File: config.mk
export PLATFORM = sky130hd
export DESIGN_NAME = flit_crc_rx
export DESIGN_NICKNAME = d
export VERILOG_FILES = /design/src/rtl/flit_crc_rx.sv
export SDC_FILE = /design/constraint.sdc
export NUM_CORES = 1
export LEC_CHECK = 0
export BUFFER_PORTS_ARGS = -buffer_cell sky130_fd_sc_hd__buf_4
export CORE_UTILIZATION = 48
export DETAILED_ROUTE_END_ITERATION = 7
export HOLD_SLACK_MARGIN = 0.12
export PLACE_DENSITY = 0.81
export REMOVE_ABC_BUFFERS = 1
export SLEW_MARGIN = 20
export SYNTH_ARGS = -nofsm -noshare
export SYNTH_HDL_FRONTEND = slang
export SYNTH_SLANG_ARGS = --single-unit
File: constraint.sdc
create_clock -name clk -period 3.03 [get_ports clk]
set_clock_uncertainty 0.2 [all_clocks]
set_input_delay 0.303 -clock clk [delete_from_list [all_inputs] [get_ports clk]]
set_output_delay 0.303 -clock clk [all_outputs]
set_load 0.01 [all_outputs]
File: src/rtl/flit_crc_rx.sv
module flit_crc_rx #(
  parameter int FLIT_W     = 6,
  parameter int DATA_FLITS = 4,
  parameter int CRC_W      = 8,
  parameter logic [CRC_W-1:0] CRC_POLY = 8'h07,
  parameter int BUF_DEPTH  = 2,
  localparam int DATA_W    = FLIT_W * DATA_FLITS
) (
  input  logic              clk,
  input  logic              rst_n,
  input  logic              fl_valid,
  input  logic [FLIT_W-1:0] fl_data,
  output logic              fl_ready,
  output logic              pkt_valid,
  output logic [DATA_W-1:0] pkt_data,
  input  logic              pkt_take,
  output logic              ack,
  output logic              nack
);
  localparam int CHK_FLITS = (CRC_W + FLIT_W - 1) / FLIT_W;
  localparam int PKT_FLITS = DATA_FLITS + CHK_FLITS;
  localparam int PKT_W     = PKT_FLITS * FLIT_W;
  localparam int IDX_W     = $clog2(PKT_FLITS);
  localparam int CNT_W     = $clog2(BUF_DEPTH + 1);
  localparam int PTR_W     = (BUF_DEPTH > 1) ? $clog2(BUF_DEPTH) : 1;

  typedef enum logic [1:0] {S_COLLECT, S_CHECK, S_HOLD} state_t;

  function automatic logic [CRC_W-1:0] crc_of(input logic [DATA_W-1:0] d);
    logic [CRC_W-1:0] r;
    logic fb;
    r = '0;
    for (int i = DATA_W - 1; i >= 0; i--) begin
      fb = r[CRC_W-1] ^ d[i];
      r  = {r[CRC_W-2:0], 1'b0} ^ (fb ? CRC_POLY : '0);
    end
    return r;
  endfunction

  logic [FLIT_W-1:0] buf_q [BUF_DEPTH];
  logic [PTR_W-1:0]  wr_ptr, rd_ptr;
  logic [CNT_W-1:0]  count;
  logic [PKT_W-1:0]  asm_q;
  logic [IDX_W-1:0]  idx_q;
  state_t            state;
  logic              push, pop, crc_ok;

  assign fl_ready  = (count != CNT_W'(BUF_DEPTH));
  assign push      = fl_valid && fl_ready;
  assign pop       = (state == S_COLLECT) && (count != '0);
  assign pkt_valid = (state == S_HOLD);
  assign pkt_data  = asm_q[PKT_W-1 -: DATA_W];
  assign crc_ok    = (crc_of(asm_q[PKT_W-1 -: DATA_W]) == asm_q[CRC_W-1:0]);

  function automatic logic [PTR_W-1:0] next_ptr(input logic [PTR_W-1:0] p);
    return (p == PTR_W'(BUF_DEPTH - 1)) ? '0 : p + 1'b1;
  endfunction

  always_ff @(posedge clk) begin
    if (push) buf_q[wr_ptr] <= fl_data;
  end

  always_ff @(posedge clk) begin
    if (!rst_n) begin
      wr_ptr <= '0;
      rd_ptr <= '0;
      count  <= '0;
    end else begin
      if (push) wr_ptr <= next_ptr(wr_ptr);
      if (pop)  rd_ptr <= next_ptr(rd_ptr);
      case ({push, pop})
        2'b10:   count <= count + 1'b1;
        2'b01:   count <= count - 1'b1;
        default: count <= count;
      endcase
    end
  end

  always_ff @(posedge clk) begin
    if (!rst_n) begin
      state <= S_COLLECT;
      idx_q <= '0;
      asm_q <= '0;
      ack   <= 1'b0;
      nack  <= 1'b0;
    end else begin
      ack  <= 1'b0;
      nack <= 1'b0;
      case (state)
        S_COLLECT: if (pop) begin
          asm_q <= {asm_q[PKT_W-FLIT_W-1:0], buf_q[rd_ptr]};
          if (idx_q == IDX_W'(PKT_FLITS - 1)) begin
            idx_q <= '0;
            state <= S_CHECK;
          end else begin
            idx_q <= idx_q + 1'b1;
          end
        end
        S_CHECK: begin
          if (crc_ok) begin
            ack   <= 1'b1;
            state <= S_HOLD;
          end else begin
            nack  <= 1'b1;
            state <= S_COLLECT;
          end
        end
        S_HOLD: if (pkt_take) state <= S_COLLECT;
        default: state <= S_COLLECT;
      endcase
    end
  end
endmodule


==> results of run 1 <==
flip-flops by register name, indices dropped and copies added, names as in the netlist:
register,cells
wr_ptr,1
idx_q,3
state,2
asm_q,36
rd_ptr,1
count,2
nack,1
buf_q,12
ack,1
power groups by stage:
stage	Clock, mW	Sequential [mW]	Combinational (mW)
after floorplan	0	1.01	0.600
after global placement	0	1.03	0.790
after detailed placement	0	1.04	0.817
after CTS	0.891	1.02	0.830
after global routing	0.930	1.03	0.922
final	0.868	1.02	0.833
repair_timing:
action / 4_1_cts / 5_1_grt
endpoints found under the setup margin: 0 / 1
resized for setup: 0 / 2
hold buffers: 7 / 0
hold endpoints to repair: 13 / 0
critical path: cells and delay by family (launching register included):
kind	cells	cell delay (ns)
simple gates	2	0.79
flops	1	0.41
xor+xnor	3	1.07
compound gates	2	0.34
final timing paths:
check / start / to / slack (ns) / cells after the start
max: asm_q[22] / state[1] / 0.15 / 7
min: rst_n / state[0] / 0.20 / 3
max reg2reg: asm_q[22] / state[1] / 0.15 / 7
min reg2reg: idx_q[1] / state[0] / 0.27 / 1
cell usage after synthesis, types with 3 or more instances:
cell type	instances	area, um^2
sky130_fd_sc_hd__a21boi_0	31	233
sky130_fd_sc_hd__nor2b_1	5	31.3
sky130_fd_sc_hd__mux2i_1	8	80.1
sky130_fd_sc_hd__dfxtp_1	47	941
sky130_fd_sc_hd__nand2_1	69	259
sky130_fd_sc_hd__edfxtp_1	12	360
sky130_fd_sc_hd__xnor3_1	13	293
sky130_fd_sc_hd__xor2_1	7	61.3
sky130_fd_sc_hd__nand2b_1	3	18.8
sky130_fd_sc_hd__clkbuf_1	13	48.8
sky130_fd_sc_hd__xnor2_1	24	210
sky130_fd_sc_hd__xor3_1	3	71.3
sky130_fd_sc_hd__buf_4	24	180
sky130_fd_sc_hd__and2_1	4	25.0
sky130_fd_sc_hd__o211a_1	6	60.1
per-layer routing:
layer	vias up	GRT usage [%]	wire (um)	part of all wire [%]
met5	-	0	0	0
met4	0	7.21	146	2.5
met3	14	7.36	267	4.6
met2	58	29.9	2860	49
met1	941	21.7	2510	43
li1	1031	-	-	-
final cells by class:
cell class | instances | area share [%]
Tap cell | 77 | 2.63
Clock buffer | 12 | 3.96
Multi-Input combinational cell | 201 | 44.0
Clock inverter | 4 | 2.66
Sequential cell | 59 | 35.5
Inverter | 1 | 0.102
Timing Repair Buffer | 52 | 11.1
through the flow:
step                TNS (ns)  setup slack [ns]  total power, mW
CTS                        0            0.0614             2.74
finish                     0             0.155             2.72
global route               0            0.0102             2.89
floorplan             -15.95             -1.07             1.61
global placement           0             0.223             1.82
detailed placement         0            0.0857             1.85
logic make-up (layout without fill, tap and decap cells):
family	after synthesis	after routing
XOR/XNOR	51	51
buffers and inverters	40	69
multiplexers	8	8
AND/OR/NAND/NOR	96	96
AO/OA/AOI/OAI	45	45
flip-flops	59	59
adder cells (fa/ha/maj)	1	1
==> impl_metrics.py, run 1 <==
metrics = {
    "finish": {
        "final_instance_count_without_filler_cells": 406,
        "finish.net_count": 335,
        "post_route_core_utilization_pct": 57.7,
        "final_layout_size_suffix_gt1_share_pct": 20.4,
        "syn2layout_area_growth_pct": 16.7,
        "layout.area.seq_um2": 1300,
        "antennaDiodeCount": 0,
        "layout_common_cells": "sky130_fd_sc_hd__nand2_1, sky130_fd_sc_hd__dfxtp_1, sky130_fd_sc_hd__buf_4",
        "n_fill_cell": 530,
        "finish.instance_area_um2": 3670,
        "final_common_cell": "sky130_fd_sc_hd__nand2_1",
        "multi_input_area_um2": 1610,
    },
    "timing": {
        "timing.final.hold_violations": 0,
        "timing.slew.headroom_pct": 65.1,
        "period_needed_ns": 2.88,
        "maxClockFrequency_mhz": 348,
        "min_period_over_period_pct": 94.9,
        "report.final.slew_viol_count": 0,
        "worst_hold_slack_ns": 0.196,
        "final-setup-viol-count": 0,
        "rsz_0062_raised_after_global_routing": "no",
        "worstMarginPinSlew_ns": 0.522,
    },
    "synthesis": {
        "ys.flop_type": "sky130_fd_sc_hd__dfxtp_1",
        "ys_async_sr_fraction_pct": 0,
        "synth_adder_area_share_pct": 0.398,
        "synth.ff_latch_count": 59,
        "yosys.area_share.simple_pct": 13.9,
        "synthesis.yosys.warnings": 0,
        "synth-edff-count": 12,
        "post_synth_num_cell_types": 41,
        "synth_compound_area_share_pct": 11.2,
        "synth_top_family_by_area": "XOR/XNOR gates",
        "synth-xor-area-share_pct": 22.9,
        "netlist_area_um2": 3140,
        "yosysSeqAreaShare_pct": 41.4,
        "postSynthAreaPerCell_um2": 10.5,
        "synthMuxAreaShare_pct": 2.55,
        "synthCells": 300,
    },
    "worst_setup_path": {
        "slowest_stage": "sky130_fd_sc_hd__or4_4",
        "crit_path_start_kind": "register",
        "worst_path_largest_cell_delay_ns": 0.55,
        "crit_path_max_fanout": 4,
        "worst-endpoint-arrival_ns": 2.96,
        "endpoint_kind": "register",
        "required_ns": 3.11,
        "critical_setup_path_kind": "register to register",
        "cp_cell_sequence": "xnor3_1, xor3_1, xnor2_1, or4_4, a221oi_2, and4_1, a21o_1",
    },
    "route": {
        "detail_route.drc_violations": 0,
        "routed_wire_length_per_instance_um": 14.2,
        "routed_via_density": 5.03,
        "drtAntennaViolNets": 0,
        "detailroute.via_count": 2044,
        "drt-pass1-iter-count": 4,
        "drt_iter0_drc": 102,
        "routed_wirelength_um": 5780,
    },
    "power_and_ir_drop": {
        "share_clk_of_total_power_pct": 31.9,
        "seqPwrFrac_pct": 37.4,
        "power_switching_share_pct": 31.5,
        "comb_power_share_pct": 30.6,
        "switching_component_of_the_power_mw": 0.857,
        "leakage_nw": 1.53,
        "p_int_mw": 1.86,
        "ir_drop_v": 0.000962,
        "cellPowerDensity_nw_per_um2": 742,
    },
    "clocking": {
        "h-tree-depth": 3,
        "cts_setup_buffers": 0,
        "cts.path.max_buffers": 2,
        "tritoncts_clock_tree": "built",
        "cts.reportedPaths.clkPinSlew_ns": 0.06,
        "numCtsBuffers": 9,
        "cts_root_buffer": "sky130_fd_sc_hd__clkbuf_8",
        "clk_sinks": 59,
        "clk_lat_worst_skew_ns": 0.34,
    },
    "placement": {
        "hpwlAfterDp_um": 3950,
        "numPortBuffers": 37,
        "dpl-instance-area_um2": 3340,
        "placed_cells": 383,
        "gp_routability_congestion": 0.788,
    },
    "flow_run": {
        "maxCapViolations": 0,
    },
    "die": {
        "dieWidth_um": 82.9,
        "floorplan.rows": 29,
        "io_pins": 38,
        "floorplan.initialDensity_pct": 49.5,
        "die_area_um2": 6870,
        "die_h_um": 82.9,
        "core_um2": 6350,
    },
    "grt": {
        "first_global_vias": 2050,
        "grt_first_pass_wirelength_um": 9770,
        "grt_start_max_net_pins": 47,
        "grt_remaining_overflow": 0,
        "number_of_antenna_violations_at_the_first_check_in_global_routing": 0,
        "grtUsageTotal_pct": 18.4,
    },
    "status": {
        "run_status": "finished, final reports clean",
    },
    "worst_hold_path": {
        "hold_class": "input pin to register",
    },
}
Note: power is estimated with default switching activity, not from simulation.
==> run 2: changes to the inputs <==
--- a/config.mk
+++ b/config.mk
@@ -5,11 +5,12 @@
 export SDC_FILE = /design/constraint.sdc
 export NUM_CORES = 1
 export LEC_CHECK = 0
+export ABC_AREA = 1
 export BUFFER_PORTS_ARGS = -buffer_cell sky130_fd_sc_hd__buf_4
-export CORE_UTILIZATION = 48
+export CORE_UTILIZATION = 53
 export DETAILED_ROUTE_END_ITERATION = 7
 export HOLD_SLACK_MARGIN = 0.12
-export PLACE_DENSITY = 0.81
+export PLACE_DENSITY = 0.87
 export REMOVE_ABC_BUFFERS = 1
 export SLEW_MARGIN = 20
 export SYNTH_ARGS = -nofsm -noshare
==> run 2 against run 1 <==
Against the previous run: largest cell class unchanged; critical path depth up 15; highest routed layer unchanged; first-iteration DRC count up 89%; non-clock buffer count down 6.
==> impl_metrics.py, run 2 <==
metrics = {
    "synthesis": {
        "post_synth_num_cell_types": 26,
        "yosysSeqAreaShare_pct": 36.8,
        "yosysTopAreaCellShare_pct": 26.6,
        "ys.flop_type": "sky130_fd_sc_hd__dfxtp_1",
        "top_cell_type_by_total_area_after_synthesis": "sky130_fd_sc_hd__dfxtp_1",
        "synth.ff_latch_count": 59,
        "synthCells": 527,
        "synth.area.top_cells": "sky130_fd_sc_hd__dfxtp_1, sky130_fd_sc_hd__nand2_1, sky130_fd_sc_hd__edfxtp_1, sky130_fd_sc_hd__nand3_1, sky130_fd_sc_hd__a21oi_1",
        "postSynthAreaPerCell_um2": 6.70,
        "ys_async_sr_fraction_pct": 0,
        "synthesis.yosys.warnings": 0,
        "synth-edff-count": 12,
        "most_used_standard_cells_in_the_synthesized_netlist": "sky130_fd_sc_hd__nand2_1, sky130_fd_sc_hd__inv_1, sky130_fd_sc_hd__nand3_1",
        "netlist_area_um2": 3530,
        "yosys.cell_count.top_type": "sky130_fd_sc_hd__nand2_1",
    },
    "finish": {
        "finish.net_count": 559,
        "syn2layout_area_growth_pct": 12.5,
        "final_layout_size_suffix_gt1_share_pct": 19.3,
        "finish.instance_area_um2": 3980,
        "layout.area.seq_um2": 1300,
        "n_fill_cell": 563,
        "antennaDiodeCount": 0,
        "multi_input_area_um2": 1770,
        "layout_common_cells": "sky130_fd_sc_hd__nand2_1, sky130_fd_sc_hd__inv_1, sky130_fd_sc_hd__nand3_1",
        "final_common_cell": "sky130_fd_sc_hd__nand2_1",
        "regMostFlops": "asm_q",
        "layout_top_registers": "asm_q (36), buf_q (12), idx_q (3)",
        "flip_flop_count_of_the_largest_register_after_layout": 36,
    },
    "route": {
        "routed_via_density": 5.30,
        "detail_route.drc_violations": 0,
        "routed_wirelength_um": 7620,
        "drt-pass1-iter-count": 5,
        "drtAntennaViolNets": 0,
        "routed_wire_length_per_instance_um": 12.1,
        "detailroute.via_count": 3336,
        "drt_iter0_drc": 193,
    },
    "grt": {
        "grt.met2_usage_pct": 40.3,
        "grt_first_pass_wirelength_um": 13000,
        "grt_start_max_net_pins": 54,
        "grt_remaining_overflow": 0,
        "met1_track_usage_gr_pct": 25.8,
        "grt_most_used_layer": "met2",
        "number_of_antenna_violations_at_the_first_check_in_global_routing": 0,
        "grtUsageTotal_pct": 23.2,
        "first_global_vias": 3018,
        "met3_global_route_usage_pct": 6.82,
    },
    "clocking": {
        "tritoncts_clock_tree": "built",
        "clk_lat_worst_skew_ns": 0.36,
        "cts.path.max_buffers": 2,
        "cts_root_buffer": "sky130_fd_sc_hd__clkbuf_8",
        "numCtsBuffers": 9,
        "clk_sinks": 59,
        "cts.reportedPaths.clkPinSlew_ns": 0.08,
        "h-tree-depth": 3,
    },
    "die": {
        "die_area_um2": 7000,
        "floorplan.initialDensity_pct": 55.3,
        "core_um2": 6390,
        "die_h_um": 83.7,
        "floorplan.rows": 29,
        "dieWidth_um": 83.7,
        "io_pins": 38,
    },
    "worst_setup_path": {
        "crit-reg2reg-capture": "state[1]",
        "critPathLaunch": "asm_q[35]",
        "worst-endpoint-arrival_ns": 2.61,
        "required_ns": 3.13,
        "endpoint_kind": "register",
        "critical_setup_path_kind": "register to register",
        "crit-reg2reg-launch": "asm_q[35]",
        "worstRegToRegCells": 22,
        "crit_path_max_fanout": 6,
        "timing.critical_path.to": "state[1]",
        "regToRegSetupSlack_ns": 0.52,
        "crit_path_start_kind": "register",
    },
    "timing": {
        "rsz_0062_raised_after_global_routing": "no",
        "final-setup-viol-count": 0,
        "timing.final.hold_violations": 0,
        "worstMarginPinSlew_ns": 0.583,
        "period_needed_ns": 2.51,
        "report.final.slew_viol_count": 0,
        "worst_hold_slack_ns": 0.176,
        "min_period_over_period_pct": 82.7,
        "timing.slew.headroom_pct": 61.1,
        "maxClockFrequency_mhz": 399,
    },
    "placement": {
        "hpwlAfterDp_um": 5420,
        "numPortBuffers": 37,
        "dpl-instance-area_um2": 3690,
        "gp_routability_congestion": 0.909,
    },
    "status": {
        "run_status": "finished, final reports clean",
    },
    "worst_hold_path": {
        "hold_class": "input pin to register",
        "min_delay_path_depth": 3,
    },
    "flow_run": {
        "maxCapViolations": 0,
    },
}
## run 2: cell types whose count changed in the layout (fill, tap and decap cells not counted), moves of 23 or more
cell,before,now
sky130_fd_sc_hd__o21ai_0,1,40
sky130_fd_sc_hd__nand2_1,69,157
sky130_fd_sc_hd__inv_1,0,53
sky130_fd_sc_hd__nand3_1,0,49
sky130_fd_sc_hd__nor2_1,2,25
sky130_fd_sc_hd__xnor2_1,24,1
sky130_fd_sc_hd__a21oi_1,2,46
sky130_fd_sc_hd__a21boi_0,31,0
## run 2: cell type report
cell class,count,area share (%)
clock inverters,6,1.32
flip-flops and latches,59,32.7
multi-input cells,369,44.6
repair buffers,46,9.19
well taps,77,2.42
inverters,63,5.95
clock buffers,10,3.75
## run 2: worst min path at each step
stage | from | end | slack [ns]
floorplan | idx_q[1] | state[0] | 0.20
global placement | idx_q[1] | state[0] | 0.21
detailed placement | idx_q[1] | state[0] | 0.22
CTS | rst_n | asm_q[31] | 0.18
global route | rst_n | asm_q[23] | 0.21
finish | rst_n | asm_q[31] | 0.18
## run 2: stage by stage
step	cells	setup WS, ns	util (%)	TNS (ns)
after floorplan	491	-0.684	-	-5.26
after global placement	606	0.700	57.8	0
after detailed placement	606	0.575	57.8	0
after CTS	630	0.566	62.2	0
after global routing	630	0.217	62.2	0
final	630	0.524	62.2	0
## run 2: worst max-delay path, stage by stage, from the launching register on
cell,delay (ns)
sky130_fd_sc_hd__dfxtp_1,0.43
sky130_fd_sc_hd__inv_2,0.09
sky130_fd_sc_hd__nand2_1,0.06
sky130_fd_sc_hd__nand2_1,0.12
sky130_fd_sc_hd__nand2_1,0.09
sky130_fd_sc_hd__nand2_1,0.09
sky130_fd_sc_hd__inv_1,0.07
sky130_fd_sc_hd__nand2_1,0.06
sky130_fd_sc_hd__nand2_1,0.12
sky130_fd_sc_hd__nand2_1,0.13
sky130_fd_sc_hd__nand2_1,0.10
sky130_fd_sc_hd__nand2_1,0.10
sky130_fd_sc_hd__nand2_1,0.07
sky130_fd_sc_hd__nand2_1,0.05
sky130_fd_sc_hd__nand2_1,0.10
sky130_fd_sc_hd__inv_1,0.05
sky130_fd_sc_hd__nand2_1,0.05
sky130_fd_sc_hd__nand3_1,0.06
sky130_fd_sc_hd__nor2_1,0.09
sky130_fd_sc_hd__nand2_1,0.07
sky130_fd_sc_hd__nor2_2,0.09
sky130_fd_sc_hd__nand3_1,0.10
sky130_fd_sc_hd__nand2_1,0.07
## run 2: kinds of logic (layout without fill, tap and decap cells)
group | after synthesis | in the layout | synth area share (%)
buffers and inverters | 99 | 125 | 13.1
XOR/XNOR | 2 | 2 | 0.496
AO/OA/AOI/OAI | 88 | 88 | 12.6
flip-flops | 59 | 59 | 36.8
adder cells (fa/ha/maj) | 1 | 1 | 0.354
AND/OR/NAND/NOR | 278 | 278 | 36.7
## run 2: per-layer routing
metal	up-vias	wire length [um]	part of all wire [%]
li1	1719	-	-
met1	1511	3220	42
met2	88	3850	50
met3	18	402	5.3
met4	0	147	1.9
met5	-	0	0
## run 2: timing repair
item,4_1_cts,5_1_grt
hold buffers,8,0
hold endpoints to repair,14,0
gates resized for setup,0,0
setup endpoints to repair,0,0
setup buffers,0,0
Power of run 2 is not shown: default switching activity piles up to over one toggle a cycle in this logic, so the estimate is an artifact.
